### src/rtl/lift_car_ctrl.sv
module lift_car_ctrl #(
  parameter int NF = 8,
  localparam int FW = $clog2(NF),
  localparam int CW = $clog2(NF + 1)
) (
  input  logic          clk,
  input  logic          rst_n,
  input  logic          cfg_load,
  input  logic [CW-1:0] cfg_floors,
  input  logic [NF-1:0] car_btn,
  input  logic [NF-1:0] hall_up,
  input  logic [NF-1:0] hall_dn,
  input  logic [NF-1:0] floor_sense,
  output logic          state_moving,
  output logic [FW-1:0] state_floor,
  output logic          door_open
);

  logic [CW-1:0] cnt_q;
  logic [NF-1:0] act, up_ok, dn_ok, ab, bl;
  logic [NF-1:0] car_r, up_r, dn_r, sense_d;
  logic [NF-1:0] here, open_here, rise, clr, pend;
  logic          moving, dir_up, arrive, any_ab, any_bl, go_up, go_dn, hit;
  logic [FW-1:0] floor_q, tgt;

  for (genvar i = 0; i < NF; i++) begin : g_mask
    assign act[i]   = CW'(i) < cnt_q;
    assign up_ok[i] = CW'(i + 1) < cnt_q;
    if (i == 0) begin : g_bot
      assign dn_ok[i] = 1'b0;
    end else begin : g_mid
      assign dn_ok[i] = act[i];
    end
    assign ab[i] = FW'(i) > floor_q;
    assign bl[i] = FW'(i) < floor_q;
  end

  assign here      = {{(NF-1){1'b0}}, 1'b1} << floor_q;
  assign open_here = moving ? '0 : here;
  assign rise      = floor_sense & ~sense_d & act;
  assign arrive    = moving && rise[floor_q];
  assign clr       = arrive ? here : '0;
  assign pend      = car_r | up_r | dn_r;
  assign any_ab    = |(pend & ab);
  assign any_bl    = |(pend & bl);
  assign go_up     = any_ab && (dir_up || !any_bl);
  assign go_dn     = any_bl && !go_up;

  always_comb begin
    tgt = floor_q;
    hit = 1'b0;
    if (go_up) begin
      for (int i = NF - 1; i >= 0; i--)
        if (ab[i] && (car_r[i] || up_r[i])) begin tgt = FW'(i); hit = 1'b1; end
      if (!hit)
        for (int i = 0; i < NF; i++)
          if (ab[i] && dn_r[i]) tgt = FW'(i);
    end else if (go_dn) begin
      for (int i = 0; i < NF; i++)
        if (bl[i] && (car_r[i] || dn_r[i])) begin tgt = FW'(i); hit = 1'b1; end
      if (!hit)
        for (int i = NF - 1; i >= 0; i--)
          if (bl[i] && up_r[i]) tgt = FW'(i);
    end
  end

  always_ff @(posedge clk) begin
    if (!rst_n) begin
      cnt_q   <= '0;
      car_r   <= '0;
      up_r    <= '0;
      dn_r    <= '0;
      sense_d <= '0;
      moving  <= 1'b0;
      floor_q <= '0;
      dir_up  <= 1'b1;
    end else begin
      if (cfg_load) cnt_q <= (cfg_floors > CW'(NF)) ? CW'(NF) : cfg_floors;
      sense_d <= floor_sense;
      car_r   <= (car_r | (car_btn & ~open_here)) & act & ~clr;
      up_r    <= (up_r | (hall_up & ~open_here)) & up_ok & ~clr;
      dn_r    <= (dn_r | (hall_dn & ~open_here)) & dn_ok & ~clr;
      if (moving) begin
        if (arrive) moving <= 1'b0;
      end else if (go_up || go_dn) begin
        moving  <= 1'b1;
        floor_q <= tgt;
        dir_up  <= go_up;
      end
    end
  end

  assign state_moving = moving;
  assign state_floor  = floor_q;
  assign door_open    = !moving;

endmodule

### config.mk
export PLATFORM = sky130hd
export DESIGN_NAME = lift_car_ctrl
export DESIGN_NICKNAME = d
export VERILOG_FILES = /design/src/rtl/lift_car_ctrl.sv
export SDC_FILE = /design/constraint.sdc
export NUM_CORES = 1
export LEC_CHECK = 0
export BUFFER_PORTS_ARGS = -buffer_cell sky130_fd_sc_hd__buf_2
export CAP_MARGIN = 20
export CORE_MARGIN = 2
export CORE_UTILIZATION = 45
export CTS_BUF_LIST = sky130_fd_sc_hd__clkbuf_4 sky130_fd_sc_hd__clkbuf_8 sky130_fd_sc_hd__clkbuf_16
export DETAILED_ROUTE_END_ITERATION = 8
export PLACE_DENSITY_LB_ADDON = 0.25
export SETUP_SLACK_MARGIN = 0.5
export SYNTH_ARGS = -nofsm -noshare
export SYNTH_HDL_FRONTEND = slang
export SYNTH_SLANG_ARGS = --single-unit
### constraint.sdc
create_clock -name clk -period 2.73 [get_ports clk]
set_input_delay 0.1365 -clock clk [delete_from_list [all_inputs] [get_ports clk]]
set_output_delay 0.1365 -clock clk [all_outputs]
set_load 0.01 [all_outputs]
# After elaboration in Yosys (flattened, before gate mapping)

Cells that the tools add are included.

Multiplexer cells: 63
Bitwise logic cells: 22
Reduce and logical (&&, ||, !) cells: 61
Magnitude comparators: 27
Shift operators: 1

Operators with widths:

| kind                  | count |
|---|---|
| $mux W3               | 36 |
| $and A8 B8 Y8         | 13 |
| $or A8 B8 Y8          | 5 |
| $logic_and A1 B1 Y1   | 35 |
| $not A8 Y8            | 3 |
| $mux W1               | 23 |
| $logic_or A1 B1 Y1    | 18 |
| $lt A3 B4 Y1 const A  | 4 |
| $mux W8               | 2 |
| $reduce_or A8 Y1      | 2 |
| $gt A3 B3 Y1 const A  | 4 |
| $lt A3 B3 Y1 const A  | 4 |
| $lt A1 B4 Y1 const A  | 2 |
| $lt A2 B4 Y1 const A  | 2 |
| $shl A1 B3 Y8 const A | 1 |
| $gt A1 B3 Y1 const A  | 2 |
| $gt A2 B3 Y1 const A  | 2 |
| $lt A1 B3 Y1 const A  | 2 |
| $lt A2 B3 Y1 const A  | 2 |
| $gt A4 B4 Y1 const B  | 1 |
| $lt A3 B4 Y1 const B  | 1 |
| $lt A4 B4 Y1 const A  | 1 |
| $mux W4               | 1 |
| $bmux W1 S3           | 1 |
| 5 further kinds       | 7 |

Bits in registers: 41
Word-level logic and storage cells: 182

# Longest topological paths before layout

Gate-level depths: netlist (run 1).

Depth in word-level cells: 21
Mapped depth: 9
Gate-level depth less buffers: 7

# Worst setup path after synthesis (run 1)

No wires, ideal clock.

Kind: register to register
From: register floor_q[1] (netlist: state_floor[1])
To: register floor_q[0] (netlist: state_floor[0])
Period minus slack after synthesis: 1.983 ns
Library setup time: 0.121 ns
Stages on the path, launching flop included: 8
Slack: 0.747 ns
Data required time: 2.609 ns
Arrival time: 1.862 ns
Cells stage by stage: dfxtp_1 -> buf_4 -> nor2_1 -> a222oi_1 -> o2111ai_1 -> o22ai_2 -> mux2i_1 -> o31ai_2

Cells in the longest elaborated chain, start to end: 21
Elaborated cells between the ends (all ways): 115
Those cells by class: 16 x order compare; 55 x mux; 2 x bitwise; 42 x reduce/logical

Ends and longest elaborated chain:

| item                   | RTL line | text |
|---|---|---|
| start, declared        | 24       | `logic [FW-1:0] floor_q, tgt;` |
| start signal, assigned | 87       | `floor_q <= tgt;` |
| $lt A1 B3 Y1           | 35       | `assign bl[i] = FW'(i) < floor_q;` |
| $logic_and A1 B1 Y1    | 60       | `if (bl[i] && (car_r[i] \|\| dn_r[i])) begin tgt = FW'(i); hit = 1'b1; end` |
| $mux W3 (8 in a row)   | 60       |  |
| $mux W3 (8 in a row)   | 63       | `if (bl[i] && up_r[i]) tgt = FW'(i);` |
| $mux W3                | 61       | `if (!hit)` |
| $mux W3                | 58       | `end else if (go_dn) begin` |
| $mux W3                | 52       | `if (go_up) begin` |

Several ways; a longest one is shown, not always the timed one. The select of a mux whose other input is x is not followed.
A chain may end at the register's enable or synchronous reset.

# Final worst setup path (run 1)

From: register car_r[1]
To: register floor_q[0] (netlist: state_floor[0])

Cells in the longest elaborated chain, start to end: 20
Elaborated cells between the ends (all ways): 59
Those cells by class: 41 x mux; 4 x bitwise; 14 x reduce/logical

Ends and longest elaborated chain:

| item                   | RTL line | text |
|---|---|---|
| start, declared        | 21       | `logic [NF-1:0] car_r, up_r, dn_r, sense_d;` |
| start signal, assigned | 80       | `car_r <= (car_r \| (car_btn & ~open_here)) & act & ~clr;` |
| $logic_or A1 B1 Y1     | 60       |  |
| $logic_and A1 B1 Y1    | 60       |  |
| $mux W3 (7 in a row)   | 60       |  |
| $mux W3 (8 in a row)   | 63       |  |
| $mux W3                | 61       |  |
| $mux W3                | 58       |  |
| $mux W3                | 52       |  |

Several ways; a longest one is shown, not always the timed one. The select of a mux whose other input is x is not followed.

==> run_results.csv, run 1 <==
group,metric,value,unit
status,status,"complete, no violations",
logic_synthesis,synth_top_family_by_area,"compound AO/OA/AOI/OAI gates",
logic_synthesis,syn_area_per_cell,7.47,um^2
finish,antenna_cells,0,
logic_synthesis,synth_fp_nets,351,
detailed_routing,drtPass1Iterations,7,
grt,grt_pass1_vias,2362,
logic_synthesis,yosysMostFrequentCell,"a21oi_1",
die,start_util,0.462,
setup_path,cp-endpoint,"state_floor[0]",
setup_path,crit_path_cell_trace,"or2_4 > a222oi_1 > o2111ai_2 > o22ai_4 > mux2i_1 > o31ai_2",
clocking,cts_hold_buf,0,
grt,grt_max_degree,20,
die,dieHeight,76.0,um
detailed_routing,via_per_inst,5.97,
finish,final_area,2830,um^2
clocking,clock_latency,0.29,ns
grt,grt-ovfl-total,0,
logic_synthesis,netlist_instances,312,
detailed_routing,num_vias,2566,
placed_design,gp_congestion,0.937,
logic_synthesis,netlist_area,2330,um^2
timing,max_freq,0.467,GHz
logic_synthesis,synth-seq-area-share,0.344,
logic_synthesis,synthTopCellsByArea,"dfxtp_1, a21oi_1, nor2_1, o21ai_0, nand2_1",
setup_path,crit_fanout,4,
timing,drv_slew,0,
logic_synthesis,synthTopCellsByCount,"a21oi_1, dfxtp_1, nor2_1",
detailed_routing,drc,0,
logic_synthesis,synth_xor_xnor_area_share,0,
placed_design,placed_cells,420,
power_and_ir_drop,finalPower,2.23,mW
setup_path,worst-setup-path-type,"reg2reg",
logic_synthesis,yosys-mux-area-fraction,0.0129,
finish,post-route-util,0.562,
setup_path,worst_path_max_delay_cell,"a222oi_1",
logic_synthesis,synth_warnings,0,
detailed_routing,drtIter0Drc,291,
power_and_ir_drop,leakage,1.07,nW
timing,setup-violations-final,0,
logic_synthesis,synth_cell_type_count,54,
logic_synthesis,synth-compound-area-share,0.350,
timing,tns,0,ns
setup_path,crit_family,"compound AO/OA/AOI/OAI gates",
clocking,clock_path_buffers,2,
job,cap_violations,0,
clocking,tritoncts,"done",
grt,grt_first_pass_wirelength,11000,um
timing,finClkSkew,0.00367,ns
die,die_area,5770,um^2
hold_path,hold_path.class,"in2reg",
logic_synthesis,synth-edff-count,0,
detailed_routing,antenna_left,0,
finish,layout.cells.non_filler,430,
logic_synthesis,synthAdderAreaFrac,0.00430,
clocking,cts_inserted_buffers,5,
detailed_routing,wl_per_cell,15.8,um
die,core,5040,um^2
timing,fin_hold_ws,0.0557,ns
clocking,path_clk_slew,0.08,ns
setup_path,required,2.91,ns
timing,fin_crit,2.14,ns
grt,track_usage,0.233,
logic_synthesis,yosysTopAreaCell,"dfxtp_1",
placed_design,dp_hpwl,5070,um
timing,relSlewSlack,0.601,
finish,nets,398,
logic_synthesis,ys_ff_latch,40,
setup_path,end_kind,"flip-flop",
logic_synthesis,ys.flop_type,"dfxtp_1",
finish,area_growth,21.6,%
setup_path,rrSetupSlack,0.59,ns
setup_path,path_buf_inv,0,
setup_path,r2r-end,"state_floor[0]",
logic_synthesis,yosys.area_share.simple,0.247,
logic_synthesis,async_reset_ff_frac,0,
power_and_ir_drop,cellPowerDensity,787,nW/um^2
die,rows,26,
clocking,h-tree-depth,2,
timing,worstMarginPinSlew,0.596,ns
timing,rsz0062_at_grt,"no",
finish,final_layout_size_suffix_gt1_frac,0.231,
logic_synthesis,synth.top_cell.area_share,0.344,
timing,hold_viol,0,
timing,timing.final.crit_share,0.785,
timing,setup_ws,0.587,ns
placed_design,io_buffers,42,
die,die_x,76.0,um
setup_path,critPathLaunchType,"flip-flop",
detailed_routing,routed_wl,6790,um
clocking,cts-root-buf,"clkbuf_8",
setup_path,arrival,2.32,ns
setup_path,rr_startpoint,"car_r[1]",
die,boundaryPins,44,
setup_path,slowest_delay,0.46,ns
setup_path,reg2reg_depth,6,
setup_path,startpoint,"car_r[1]",
setup_path,crit_cells,6,
placed_design,place_area,2650,um^2
placed_design,dp_worst_setup_slack,0.415,ns
grt,antenna_found_initial,0,
power_and_ir_drop,irDropWorstVdd,518,uV
clocking,clock-sinks,40,
==> cells in the final DEF, fill, tap and decap left out, types with 8 or more instances in the layout <==
cell type | synthesis | layout
a211oi_1 | 13 | 13
a21oi_1 | 46 | 45
and2_1 | 10 | 8
buf_2 | 3 | 42
buf_4 | 1 | 13
dfxtp_1 | 40 | 35
inv_1 | 8 | 8
nand2_1 | 29 | 29
nor2_1 | 31 | 30
nor3_1 | 11 | 11
o21ai_0 | 22 | 22
==> routing by layer <==
layer  wire length, um  part of all wire  vias to the layer above  track usage
met5                 0                 0                        -            0
met4               122             0.018                        0       0.0891
met3               376             0.055                       11       0.0429
met2              3240              0.48                      101        0.387
met1              3050              0.45                     1200        0.302
li1                  -                 -                     1254            -
==> flip-flops by register name (all words and copies together) (netlist names) <==
signal	cells
state_moving	1
state_floor	3
sense_d	8
dn_r	7
dir_up	1
car_r	8
up_r	8
cnt_q	4
==> cell families (layout without fill, tap and decap cells) <==
logic type | count (synthesis) | in the layout
buffers and inverters | 24 | 72
adders and majority gates | 1 | 1
muxes | 3 | 3
AOI/OAI and AO/OA | 127 | 127
DFF | 40 | 40
and+or+nand+nor | 117 | 117
==> where the power goes <==
group	internal (mW)	leakage, nW	switching (mW)
Sequential	0.637	0.329	0.0813
Combinational	0.408	0.683	0.616
Clock	0.281	0.0586	0.207
Total	1.33	1.07	0.904
==> final cells by class <==
cell class                      count  area, um^2
Clock inverter                      2        35.0
Timing Repair Buffer               55         308
Multi-Input combinational cell    248        1490
Fill cell                         484        2210
Clock buffer                        6        76.3
Inverter                            9        33.8
Sequential cell                    40         807
Tap cell                           70        87.6
==> timing repair <==
action / CTS / global route
pin swaps: 1 / 2
buffers inserted: 1 / 1
endpoints found under the setup margin: 4 / 5
gates resized for setup: 2 / 15
==> worst min-delay path by stage <==
stage                               from          to  cells past startpoint
final                     floor_sense[4]  sense_d[4]                      2
after floorplan           floor_sense[0]  sense_d[0]                      1
after detailed placement  floor_sense[4]  sense_d[4]                      2
after global placement    floor_sense[4]  sense_d[4]                      2
after CTS                 floor_sense[1]  sense_d[1]                      2
after global routing      floor_sense[5]  sense_d[5]                      2
No activity file was read; power rests on OpenSTA's default activity.
==> run 2: changes to the inputs <==
==> constraint.sdc (replaced) <==
create_clock -name clk -period 1.76 [get_ports clk]
set_input_delay 0.088 -clock clk [delete_from_list [all_inputs] [get_ports clk]]
set_output_delay 0.088 -clock clk [all_outputs]
set_load 0.01 [all_outputs]
==> run_results.csv, run 2 (synthesis gave the netlist of run 1 again) <==
group,metric,value,unit
clocking,h-tree-depth,2,
die,core,5040,um^2
timing,setup_ws,-0.366,ns
timing,fin_hold_ws,0.00309,ns
finish,antenna_cells,0,
die,die_x,76.0,um
placed_design,dp_worst_setup_slack,-0.336,ns
grt,track_usage,0.293,
power_and_ir_drop,cellPowerDensity,1220,nW/um^2
setup_path,worst-setup-path-type,"reg2reg",
setup_path,required,1.94,ns
grt,grt_max_degree,20,
die,rows,26,
grt,grt_pass1_vias,2920,
power_and_ir_drop,leakage,1.50,nW
power_and_ir_drop,irDropWorstVdd,857,uV
timing,finClkSkew,0.00795,ns
clocking,path_clk_slew,0.08,ns
detailed_routing,antenna_left,0,
timing,worstMarginPinSlew,0.448,ns
timing,fin_crit,2.13,ns
die,start_util,0.462,
clocking,cts-root-buf,"clkbuf_8",
status,violations,"setup timing",
finish,area_growth,61.0,%
detailed_routing,num_vias,3095,
detailed_routing,drtPass1Iterations,7,
finish,final_layout_size_suffix_gt1_frac,0.441,
timing,rsz0062_at_grt,"yes",
placed_design,placed_cells,476,
finish,final_common_cell,"buf_4",
status,status,"finished with violations",
job,cap_violations,0,
die,dieHeight,76.0,um
clocking,clock_latency,0.30,ns
power_and_ir_drop,finalPower,4.59,mW
placed_design,gp_congestion,0.976,
clocking,tritoncts,"done",
timing,drv_slew,0,
clocking,cts_hold_buf,0,
finish,final_cell_mix,"buf_4, buf_2, a21oi_1, dfxtp_1, nand2_1",
grt,grt-ovfl-total,0,
detailed_routing,drc,0,
die,boundaryPins,44,
detailed_routing,via_per_inst,6.20,
timing,setup-violations-final,11,
timing,hold_viol,0,
setup_path,startpoint,"state_floor[2]",
detailed_routing,wl_per_cell,18.4,um
clocking,cts_inserted_buffers,5,
grt,grt_first_pass_wirelength,13500,um
setup_path,crit_fanout,10,
setup_path,rr_startpoint,"state_floor[2]",
die,die_area,5770,um^2
setup_path,critPathLaunchType,"flip-flop",
detailed_routing,drtIter0Drc,313,
placed_design,io_buffers,42,
timing,relSlewSlack,0.698,
finish,top_regs,"car_r: 8 flops, sense_d: 8 flops, up_r: 8 flops",
hold_path,hold_path.class,"in2reg",
setup_path,arrival,2.31,ns
timing,timing.final.crit_share,1.21,
clocking,clock_path_buffers,2,
grt,antenna_found_initial,0,
setup_path,end_kind,"flip-flop",
timing,tns,-2.04,ns
hold_path,hp-start,"floor_sense[4]",
detailed_routing,routed_wl,9170,um
finish,layout.cells.non_filler,499,
clocking,clock-sinks,40,
placed_design,dp_hpwl,5910,um
finish,nets,467,
timing,max_freq,0.470,GHz
-- run 2: cell count changes in the layout (fill, tap and decap cells not counted), sizes merged --
cell	previous run	this run
buf	55	123
clkbuf	6	7
-- run 2: through the flow --
stage	instance area (um^2)	utilization
2_1_floorplan	2510	-
3_3_place_gp	3220	0.638
3_5_place_dp	3220	0.638
4_1_cts	3600	0.714
5_1_grt	3750	0.744
6_report	3750	0.744
-- run 2: final cells by class --
| type | count | area [um^2] |
|---|---|---|
| tap | 70 | 87.6 |
| fill | 345 | 1290 |
| timing repair buffer | 124 | 965 |
| clock buffer | 6 | 76.3 |
| sequential | 40 | 823 |
| clock inverter | 2 | 35.0 |
| inverter | 9 | 33.8 |
| multi-input combinational | 248 | 1730 |
-- run 2: layer usage --
metal	GRT usage	part of all wire
met5	0	0
met1	0.337	0.37
met3	0.0655	0.084
met2	0.508	0.49
met4	0.153	0.052
-- run 2: worst paths after layout --
path / end / slack, ns / cells past startpoint
setup / recovery: state_floor[1] / -0.37 / 8
hold reg to reg: car_r[5] / 0.52 / 2
hold / removal: sense_d[4] / 0.003 / 2
setup reg to reg: state_floor[1] / -0.37 / 8
-- run 2: critical path, stage by stage (launching register included) --
cell and delay, ns:
dfxtp_4 0.42, buf_12 0.14, o21bai_1 0.17, o21a_1 0.28, nand3b_1 0.30, o22ai_4 0.33, buf_4 0.15, a21o_1 0.12
a31oi_1 0.09
-- run 2: report_power, final --
| group | total (mW) | internal, mW | switching (mW) |
|---|---|---|---|
| clock network | 0.780 | 0.437 | 0.344 |
| registers | 1.13 | 0.997 | 0.130 |
| logic | 2.68 | 1.30 | 1.38 |
-- run 2: what timing repair did --
action / 4_1_cts / 5_1_grt
cloned: 1 / 1
setup buffers: 12 / 1
gates resized for setup: 42 / 23
endpoints found under the setup margin: 28 / 29
pin swaps: 15 / 9
